**src/rtl/sinc_pkg.sv**
```systemverilog
package sinc_pkg;

  // Bit growth of an order-N cascade with decimation ratio R.
  function automatic int growth_bits(input int order, input int ratio);
    return order * $clog2(ratio);
  endfunction

  // Width of a counter that must reach the given limit.
  function automatic int count_bits(input int limit);
    return (limit < 2) ? 1 : $clog2(limit + 1);
  endfunction

endpackage

```
**src/rtl/sinc_rate.sv**
```systemverilog
module sinc_rate #(
  parameter int CLK_DIV = 6,
  parameter int DECIM   = 64
) (
  input  logic clk,
  input  logic clr,
  output logic stb,
  output logic dec
);
  localparam int DIV_W = $clog2(CLK_DIV);
  localparam int DEC_W = $clog2(DECIM);
  localparam logic [DIV_W-1:0] DIV_LAST = DIV_W'(CLK_DIV - 1);
  localparam logic [DEC_W-1:0] DEC_LAST = DEC_W'(DECIM - 1);

  logic [DIV_W-1:0] div_q;
  logic [DEC_W-1:0] smp_q;
  logic             dec_q;

  assign stb = (div_q == DIV_LAST);
  assign dec = dec_q;

  always_ff @(posedge clk) begin
    if (clr) begin
      div_q <= '0;
      smp_q <= '0;
      dec_q <= 1'b0;
    end else begin
      div_q <= stb ? '0 : div_q + DIV_W'(1);
      if (stb) smp_q <= (smp_q == DEC_LAST) ? '0 : smp_q + DEC_W'(1);
      dec_q <= stb && (smp_q == DEC_LAST);
    end
  end

  // the sample strobe never lasts two clocks.
  assert_stb_gap_R2: assert property (@(posedge clk) disable iff (clr)
    stb |=> !stb);

  // a decimation pulse only follows a sample strobe.
  assert_dec_follows_R2: assert property (@(posedge clk) disable iff (clr)
    dec |-> $past(stb));

endmodule

```
**src/rtl/sinc_integ.sv**
```systemverilog
module sinc_integ #(
  parameter int ORDER = 5,
  parameter int ACC_W = 32
) (
  input  logic                    clk,
  input  logic                    clr,
  input  logic                    stb,
  input  logic                    bit_in,
  output logic signed [ACC_W-1:0] acc_out
);
  localparam logic signed [ACC_W-1:0] PLUS_ONE  = ACC_W'(1);
  localparam logic signed [ACC_W-1:0] MINUS_ONE = '1;

  logic signed [ACC_W-1:0] x_val;
  assign x_val = bit_in ? PLUS_ONE : MINUS_ONE;

  // All stages advance on the same strobe; each sees the freshly
  // summed value of the stage before it, so the cascade has no delay.
  for (genvar s = 0; s < ORDER; s++) begin : g_stage
    logic signed [ACC_W-1:0] acc_q;
    logic signed [ACC_W-1:0] acc_d;
    if (s == 0) begin : g_head
      assign acc_d = acc_q + x_val;
    end else begin : g_tail
      assign acc_d = acc_q + g_stage[s-1].acc_d;
    end
    always_ff @(posedge clk) begin
      if (clr)      acc_q <= '0;
      else if (stb) acc_q <= acc_d;
    end
  end

  assign acc_out = g_stage[ORDER-1].acc_q;

  // the first integrator moves by exactly one step per sample.
  assert_head_step_R3: assert property (@(posedge clk) disable iff (clr)
    stb |=> ((g_stage[0].acc_q - $past(g_stage[0].acc_q) == PLUS_ONE) ||
             (g_stage[0].acc_q - $past(g_stage[0].acc_q) == MINUS_ONE)));

endmodule

```
**src/rtl/sinc_comb.sv**
```systemverilog
module sinc_comb #(
  parameter int ORDER = 5,
  parameter int ACC_W = 32,
  parameter int GROW  = 30
) (
  input  logic                    clk,
  input  logic                    clr,
  input  logic                    dec,
  input  logic signed [ACC_W-1:0] acc_in,
  output logic signed [ACC_W-1:0] comb_out,
  output logic                    comb_vld
);
  localparam longint BOUND = longint'(1) <<< GROW;

  for (genvar s = 0; s < ORDER; s++) begin : g_stage
    logic signed [ACC_W-1:0] src;
    logic signed [ACC_W-1:0] dly_q;
    logic signed [ACC_W-1:0] diff;
    if (s == 0) begin : g_head
      assign src = acc_in;
    end else begin : g_tail
      assign src = g_stage[s-1].diff;
    end
    assign diff = src - dly_q;
    always_ff @(posedge clk) begin
      if (clr)      dly_q <= '0;
      else if (dec) dly_q <= src;
    end
  end

  logic signed [ACC_W-1:0] out_q;
  logic                    vld_q;

  always_ff @(posedge clk) begin
    if (clr) begin
      out_q <= '0;
      vld_q <= 1'b0;
    end else begin
      vld_q <= dec;
      if (dec) out_q <= g_stage[ORDER-1].diff;
    end
  end

  assign comb_out = out_q;
  assign comb_vld = vld_q;

  // with +/-1 inputs the comb result never exceeds ratio^order.
  assert_comb_bound_R3: assert property (@(posedge clk) disable iff (clr)
    vld_q |-> ((longint'(out_q) <= BOUND) && (longint'(out_q) >= -BOUND)));

endmodule

```
**src/rtl/sinc_out.sv**
```systemverilog
module sinc_out #(
  parameter int ACC_W  = 32,
  parameter int OUT_W  = 24,
  parameter int SHIFT  = 7,
  parameter int SETTLE = 5
) (
  input  logic                    clk,
  input  logic                    clr,
  input  logic                    in_vld,
  input  logic signed [ACC_W-1:0] in_val,
  output logic [OUT_W-1:0]        result,
  output logic                    result_vld,
  output logic                    settled
);
  localparam int CNT_W = sinc_pkg::count_bits(SETTLE);
  localparam logic [CNT_W-1:0] CNT_TOP  = CNT_W'(SETTLE);
  localparam logic [CNT_W-1:0] CNT_LAST = CNT_W'(SETTLE - 1);
  localparam logic signed [ACC_W-1:0] POS_LIM =
    ACC_W'((longint'(1) <<< (OUT_W - 1)) - 1);
  localparam logic signed [ACC_W-1:0] NEG_LIM =
    ACC_W'(-(longint'(1) <<< (OUT_W - 1)));
  localparam logic [OUT_W-1:0] POS_FULL = {1'b0, {(OUT_W-1){1'b1}}};
  localparam logic [OUT_W-1:0] NEG_FULL = {1'b1, {(OUT_W-1){1'b0}}};

  logic signed [ACC_W-1:0] scaled;
  logic [OUT_W-1:0]        sat_val;

  assign scaled = in_val >>> SHIFT;

  always_comb begin
    if (scaled > POS_LIM)      sat_val = POS_FULL;
    else if (scaled < NEG_LIM) sat_val = NEG_FULL;
    else                       sat_val = scaled[OUT_W-1:0];
  end

  logic [CNT_W-1:0] cnt_q;
  logic [OUT_W-1:0] res_q;
  logic             vld_q;
  logic             set_q;

  always_ff @(posedge clk) begin
    if (clr) begin
      cnt_q <= '0;
      res_q <= '0;
      vld_q <= 1'b0;
      set_q <= 1'b0;
    end else begin
      vld_q <= 1'b0;
      if (in_vld) begin
        res_q <= sat_val;
        if (cnt_q < CNT_TOP) cnt_q <= cnt_q + CNT_W'(1);
        if (cnt_q >= CNT_LAST) begin
          vld_q <= 1'b1;
          set_q <= 1'b1;
        end
      end
    end
  end

  assign result     = res_q;
  assign result_vld = vld_q;
  assign settled    = set_q;

  // the result strobe lasts one clock.
  assert_vld_pulse_R6: assert property (@(posedge clk) disable iff (clr)
    vld_q |=> !vld_q);

  // no result strobe without the settled flag.
  assert_vld_settled_R5: assert property (@(posedge clk) disable iff (clr)
    vld_q |-> set_q);

  // once settled, the flag holds until a restart.
  assert_settle_hold_R5: assert property (@(posedge clk) disable iff (clr)
    set_q |=> set_q);

  // an over-range positive value is clamped to full scale.
  assert_pos_clamp_R4: assert property (@(posedge clk) disable iff (clr)
    (in_vld && (scaled > POS_LIM)) |=> (res_q == POS_FULL));

  // an over-range negative value is clamped to negative full scale.
  assert_neg_clamp_R4: assert property (@(posedge clk) disable iff (clr)
    (in_vld && (scaled < NEG_LIM)) |=> (res_q == NEG_FULL));

endmodule

```
**src/rtl/sinc5_decim.sv**
```systemverilog
module sinc5_decim #(
  parameter int CLK_DIV = 6,
  parameter int DECIM   = 64,
  parameter int ORDER   = 5,
  parameter int OUT_W   = 24,
  parameter int CHAN_W  = 2
) (
  input  logic              clk,
  input  logic              rst,
  input  logic              mod_bit,
  input  logic [CHAN_W-1:0] chan_sel,
  input  logic              flt_clear,
  output logic [OUT_W-1:0]  result,
  output logic              result_vld,
  output logic              settled
);
  localparam int IN_W  = 2;
  localparam int GROW  = sinc_pkg::growth_bits(ORDER, DECIM);
  localparam int ACC_W = IN_W + GROW;
  localparam int SHIFT = GROW - (OUT_W - 1);

  // Channel select is captured on the falling edge, compared on the rising one.
  logic [CHAN_W-1:0] ch_neg;
  logic [CHAN_W-1:0] ch_q;
  logic              chan_chg;
  logic              restart;

  always_ff @(negedge clk) ch_neg <= chan_sel;

  always_ff @(posedge clk) ch_q <= ch_neg;

  assign chan_chg = !rst && (ch_neg != ch_q);
  assign restart  = rst || flt_clear || chan_chg;

  logic                    stb;
  logic                    dec;
  logic signed [ACC_W-1:0] acc_last;
  logic signed [ACC_W-1:0] comb_val;
  logic                    comb_vld;

  sinc_rate #(.CLK_DIV(CLK_DIV), .DECIM(DECIM)) u_rate (
    .clk(clk), .clr(restart), .stb(stb), .dec(dec)
  );

  sinc_integ #(.ORDER(ORDER), .ACC_W(ACC_W)) u_integ (
    .clk(clk), .clr(restart), .stb(stb), .bit_in(mod_bit), .acc_out(acc_last)
  );

  sinc_comb #(.ORDER(ORDER), .ACC_W(ACC_W), .GROW(GROW)) u_comb (
    .clk(clk), .clr(restart), .dec(dec), .acc_in(acc_last),
    .comb_out(comb_val), .comb_vld(comb_vld)
  );

  sinc_out #(.ACC_W(ACC_W), .OUT_W(OUT_W), .SHIFT(SHIFT), .SETTLE(ORDER)) u_out (
    .clk(clk), .clr(restart), .in_vld(comb_vld), .in_val(comb_val),
    .result(result), .result_vld(result_vld), .settled(settled)
  );

  // any restart leaves cleared outputs behind it.
  assert_restart_clear_R9: assert property (@(posedge clk) disable iff (rst)
    restart |=> ((result == '0) && !settled && !result_vld));

  // a detected channel change drops the settled flag.
  assert_chan_restart_R7: assert property (@(posedge clk) disable iff (rst)
    chan_chg |=> !settled);

  // the clear input drops the settled flag.
  assert_clear_restart_R8: assert property (@(posedge clk) disable iff (rst)
    flt_clear |=> !settled);

endmodule

```
**config.mk**
```make
export PLATFORM = sky130hd
export DESIGN_NAME = sinc5_decim
export DESIGN_NICKNAME = d
export VERILOG_FILES = /design/src/rtl/sinc_pkg.sv /design/src/rtl/sinc_rate.sv /design/src/rtl/sinc_integ.sv /design/src/rtl/sinc_comb.sv /design/src/rtl/sinc_out.sv /design/src/rtl/sinc5_decim.sv
export SDC_FILE = /design/constraint.sdc
export NUM_CORES = 1
export LEC_CHECK = 0
export BUFFER_PORTS_ARGS = -buffer_cell sky130_fd_sc_hd__buf_2
export CAP_MARGIN = 10
export CORE_ASPECT_RATIO = 2
export CORE_UTILIZATION = 60
export CTS_CLUSTER_DIAMETER = 50
export DETAILED_ROUTE_END_ITERATION = 8
export PLACE_DENSITY = 0.76
export SYNTH_ARGS = -nofsm -noshare
export SYNTH_HDL_FRONTEND = slang
export SYNTH_SLANG_ARGS = --single-unit
export TNS_END_PERCENT = 5
```
**constraint.sdc**
```tcl
create_clock -name clk -period 17.65 [get_ports clk]
set_input_delay 5.295 -clock clk [delete_from_list [all_inputs] [get_ports clk]]
set_output_delay 5.295 -clock clk [all_outputs]
set_load 0.03 [all_outputs]
```
# [After elaboration in Yosys (flattened, before gate mapping)]
# Index checks and enable logic that the tools add are counted.
[totals] register_bits=396 out_inout_bits=26 word_cells=56
[classes] addsub=13 order_cmp=4 eq_ne=3 n_mux=5 bitwise=1 n_reduce_logical=9
[ops] operator="adder 32 bit" count=5
[ops] operator="subtractor 32 bit" count=5
[ops] operator="2-to-1 mux 24 bit" count=2
[ops] operator="2-to-1 mux 32 bit" count=1
[ops] operator="> comparator 25 x 24 -> 1 bit (second input constant)" count=1
[ops] operator="< comparator 25 x 24 -> 1 bit (second input constant)" count=1
[ops] operator="adder 3 x 1 -> 3 bit (second input constant)" count=2
[ops] operator="adder 6 x 1 -> 6 bit (second input constant)" count=1
[ops] operator="equality test 6 bit (second input constant)" count=1
[ops] operator="2-to-1 mux 6 bit" count=1
[ops] operator="AND reduction 2 bit" count=2
[ops] operator="OR reduction 2 bit" count=2
[ops] operator="equality test 3 bit (second input constant)" count=1
[ops] operator="greater-or-equal comparator 3 bit (second input constant)" count=1
[ops] operator="< comparator 3 bit (second input constant)" count=1
[ops] operator="logical AND 1 bit" count=2
[ops] operator="logical OR 1 bit" count=2
[ops] operator="!= test 2 bit" count=1
[ops] operator="zero test 1 bit" count=1
[ops] operator="2-to-1 mux 1 bit" count=1
[ops] operator="NOT 1 bit" count=1

# [Depth between registers and ports, before layout]
[logic_depth] word_depth=6 ltp_mapped=50 ltp_nobuf=50

# [Cells and area by module]
# A second synthesis with hierarchy kept.
[hier_totals] hier_cells=3577 area_unflattened_um2=29544.6
[modules_own_cells] module="sinc_comb" instances=1 cells_each=1797 area_each_um2=14515.2 seq_area_each_um2=3863.7
[modules_own_cells] module="sinc_integ" instances=1 cells_each=1592 area_each_um2=13218.9 seq_area_each_um2=3203.1
[modules_own_cells] module="sinc_out" instances=1 cells_each=133 area_each_um2=1268.7 seq_area_each_um2=580.6
[modules_own_cells] module="sinc_rate" instances=1 cells_each=47 area_each_um2=432.9 seq_area_each_um2=200.2
[modules_own_cells] module="sinc5_decim" instances=1 cells_each=8 area_each_um2=108.9 seq_area_each_um2=80.1

==> key figures <==
Outcome
  • Status: finished clean

Yosys
  • Synth area leader: dfxtp_1
  • Synthesized area: 28590 µm²
  • FFs w/ async S/R, synth: 0%
  • Syn nets: 4010
  • Share of the synthesized area in the top cell type: 27.24%
  • Yosys cell types: 72
  • Syn. warnings: 0
  • Post-synthesis sequential area ratio: 27.24%
  • #FFs+latches synth: 389
  • Top_reg_cell synth: dfxtp_1
  • Avg Inst Size Synth: 7.780 µm²
  • EDFF count, synth: 0
  • Top post-synthesis cells by area: dfxtp_1, ha_1, a21oi_1, xnor2_1, mux2i_1
  • Mapped Cells: 3675

STA
  • Period utilization: 83.90%
  • Minimum clock period: 14.81 ns
  • Setup TNS: 0 ns
  • Post-route worst setup slack: 2.841 ns
  • Slew @ Worst Pin: 1.070 ns
  • RSZ-0062 raised after global routing: no
  • Final Max Tran Viols: 0
  • Setup Viol. Count Final: 0
  • F_max: 67.53 MHz
  • Rel. slew slack: 28.70%
  • Fin. Hold Viols: 0
  • Skew final: 0.05343 ns

Worst setup path
  • Reg2reg end: u_comb.g_stage[3].dly_q[0]
  • Worst Setup Path Type: input pin to register
  • Worst-path fanout max: 7
  • Slowest stage delay, CP: 0.68 ns
  • Reg2reg path depth: 5
  • Flop2flop setup slack: 5.67 ns
  • Worst EP required: 18.03 ns
  • Reg-to-reg critical path startpoint: ch_neg[0]
  • Slowest CP cell: a2111oi_0
  • Worst EP arrival: 15.19 ns
  • Critical Path Start: mod_bit
  • Endpoint class of the critical path: register
  • End point of the critical path: u_integ.acc_out[31]
  • CP dominant cell by count: a21oi_1
  • CP Launch Type: input pin

Power
  • Cell Pwr Density: 59.97 nW/µm²
  • Logic gate share of total power: 4.8%
  • Lkg Pwr: 12.35 nW
  • Internal: 1.411 mW
  • Net Sw Power: 0.4186 mW
  • VDD IR max: 90.57 µV
  • Sw frac: 22.88%
  • Power share of the clock group: 47.1%
  • Flop pwr share: 48.0%

Floorplan
  • DIE WIDTH: 156.4 µm
  • Die Area: 48580 µm²
  • Initial Util: 61.09%
  • Core outline area: 46800 µm²
  • # rows: 112
  • Die Ht: 310.7 µm
  • IO Pins: 32

Place
  • # placed instances: 4222
  • Dpl cell area: 29200 µm²
  • Pre-CTS setup slack: 2.283 ns
  • Dpl hpwl: 48020 µm
  • RD Place Congestion: 0.8791
  • Buffers on Ports: 31

Layout
  • Syn-to-layout area delta: 6.683%
  • Layout fillers: 4222
  • Cell Count, Final, Fillers Out: 4289
  • Layout cells sized above 1: 3.850%
  • Antenna Cells: 0
  • Final Instance Area: 30500 µm²
  • Util after Layout: 65.17%
  • Nets: 3972

Route
  • Antenna viol nets, final: 0
  • Total number of vias: 24.67k
  • Post-Route WL: 64810 µm
  • Drt first pass iters: 5
  • DRC errors left: 0
  • Drt via density: 5.751
  • DR WL/cell: 15.11 µm
  • DR iter-0 viols: 839

Hold path
  • Hold Crit Class: register to register

GRT
  • Total GRT Usage: 26.62%
  • Global-route wire length before repair: 107400 µm
  • Grt ovf: 0
  • Vias in the first global route: 24.51k
  • Largest net degree at the start of global routing: 89
  • Initial antenna violation count: 0

Clock tree
  • Clk_lat worst skew: 0.58 ns
  • Longest Clk Path Bufs: 3
  • Post CTS Setup Buffer Count: 0
  • Clock-pin slew on the worst setup and hold paths: 0.06 ns
  • Num CTS Buffers: 39
  • Clock sink count: 389
  • Hold-fix buffers, CTS: 0
  • CTS tree: built
  • H-tree levels: 2
  • Resized cells post-CTS: 0
  • CTS root buf: clkbuf_16

Job
  • MaxCap Viol Count: 0
[state kept, by name, indices dropped and copies added, names as in the netlist]
name	cells
u_rate.div_q	3
u_out.result	24
u_comb.comb_out	25
u_rate.smp_q	6
u_integ.acc_out	32
ch_q	2
u_comb.g_stage.dly_q	160
u_out.result_vld	1
u_out.cnt_q	3
u_integ.g_stage.acc_q	128
u_comb.comb_vld	1
ch_neg	2
u_rate.dec	1
u_out.settled	1
[power groups by stage]
| stage | Combinational (mW) | Clock [mW] | Sequential [mW] |
|---|---|---|---|
| 6_report | 0.0885 | 0.862 | 0.878 |
| 5_1_grt | 0.0988 | 0.915 | 0.878 |
| 4_1_cts | 0.0884 | 0.885 | 0.878 |
| 3_5_place_dp | 0.0880 | 0.00106 | 0.898 |
| 3_3_place_gp | 0.0866 | 0.00106 | 0.898 |
| 2_1_floorplan | 0.0696 | 0.00106 | 0.898 |
[kinds of logic after synthesis]
family                     Yosys count  share of synthesized area (%)
buffers and inverters              382                          5.015
adders and majority gates          329                          14.63
DFF                                389                          27.24
xor gates and xnor gates           274                          8.442
muxes                              169                          5.925
AOI/OAI and AO/OA                  942                          20.67
and+or+nand+nor                   1190                          18.07
[final cells by class]
type / count / area (µm²) / share of cell area [%]
Inverter: 254 / 953.4 / 3.126
Tap cell: 627 / 784.5 / 2.572
Multi-Input combinational cell: 2904 / 19390 / 63.57
Timing Repair Buffer: 47 / 275.3 / 0.9025
Clock buffer: 54 / 1157 / 3.794
Sequential cell: 389 / 7791 / 25.54
Clock inverter: 14 / 150.1 / 0.4922
[synth_stat cells (54+ instances only)]
| library cell | count |
|---|---|
| dfxtp_1 | 389 |
| nand3_1 | 54 |
| nor2_1 | 439 |
| o21ai_0 | 146 |
| clkbuf_1 | 92 |
| a21oi_1 | 364 |
| inv_1 | 255 |
| xor2_1 | 76 |
| ha_1 | 320 |
| nand2_1 | 432 |
| mux2i_1 | 167 |
| nor3_1 | 63 |
| a21o_1 | 125 |
| xnor2_1 | 197 |
[cell usage in the layout, fill, tap and decap left out, drive strengths merged, types with 76 or more instances in the layout]
master,n
nand2,432
dfxtp,389
xnor2,197
a21oi,364
xor2,76
inv,256
a21o,125
ha,320
nor2,439
mux2i,167
o21ai,152
[per-stage QoR]
step,hold WS (ns),power [mW]
2_1_floorplan,0.4251,0.9689
3_3_place_gp,0.4351,0.9858
3_5_place_dp,0.4403,0.9872
4_1_cts,0.4554,1.852
5_1_grt,0.4737,1.892
6_report,0.4508,1.829
[worst min path at each step]
stage                            startpoint                      endpoint  slack, ns  cells after the start
2_1_floorplan   u_comb.g_stage[1].dly_q[28]   u_comb.g_stage[1].dly_q[28]       0.43                      2
3_3_place_gp    u_comb.g_stage[1].dly_q[28]   u_comb.g_stage[1].dly_q[28]       0.44                      2
3_5_place_dp    u_comb.g_stage[1].dly_q[28]   u_comb.g_stage[1].dly_q[28]       0.44                      2
4_1_cts         u_comb.g_stage[1].dly_q[30]   u_comb.g_stage[1].dly_q[30]       0.46                      2
5_1_grt        u_integ.g_stage[2].acc_q[27]  u_integ.g_stage[2].acc_q[27]       0.47                      2
6_report        u_comb.g_stage[1].dly_q[30]   u_comb.g_stage[1].dly_q[30]       0.45                      2
[metal layers]
metal | wire, µm | track usage (%) | up-vias
met5 | 0 | 0 | -
met2 | 35570 | 54.08 | 360
met3 | 1547 | 2.563 | 206
li1 | - | - | 12680
met1 | 23190 | 23.54 | 11420
met4 | 4504 | 18.43 | 0
[worst max-delay path, delay by kind of cell]
kind	cells	cell delay, ns
AOI/OAI and AO/OA	23	5.21
adders and majority gates	5	1.81
muxes	2	0.39
and+or+nand+nor	7	1.13
buffers and inverters	2	0.57
xor gates and xnor gates	4	0.76
(Power assumes the default switching activity.)
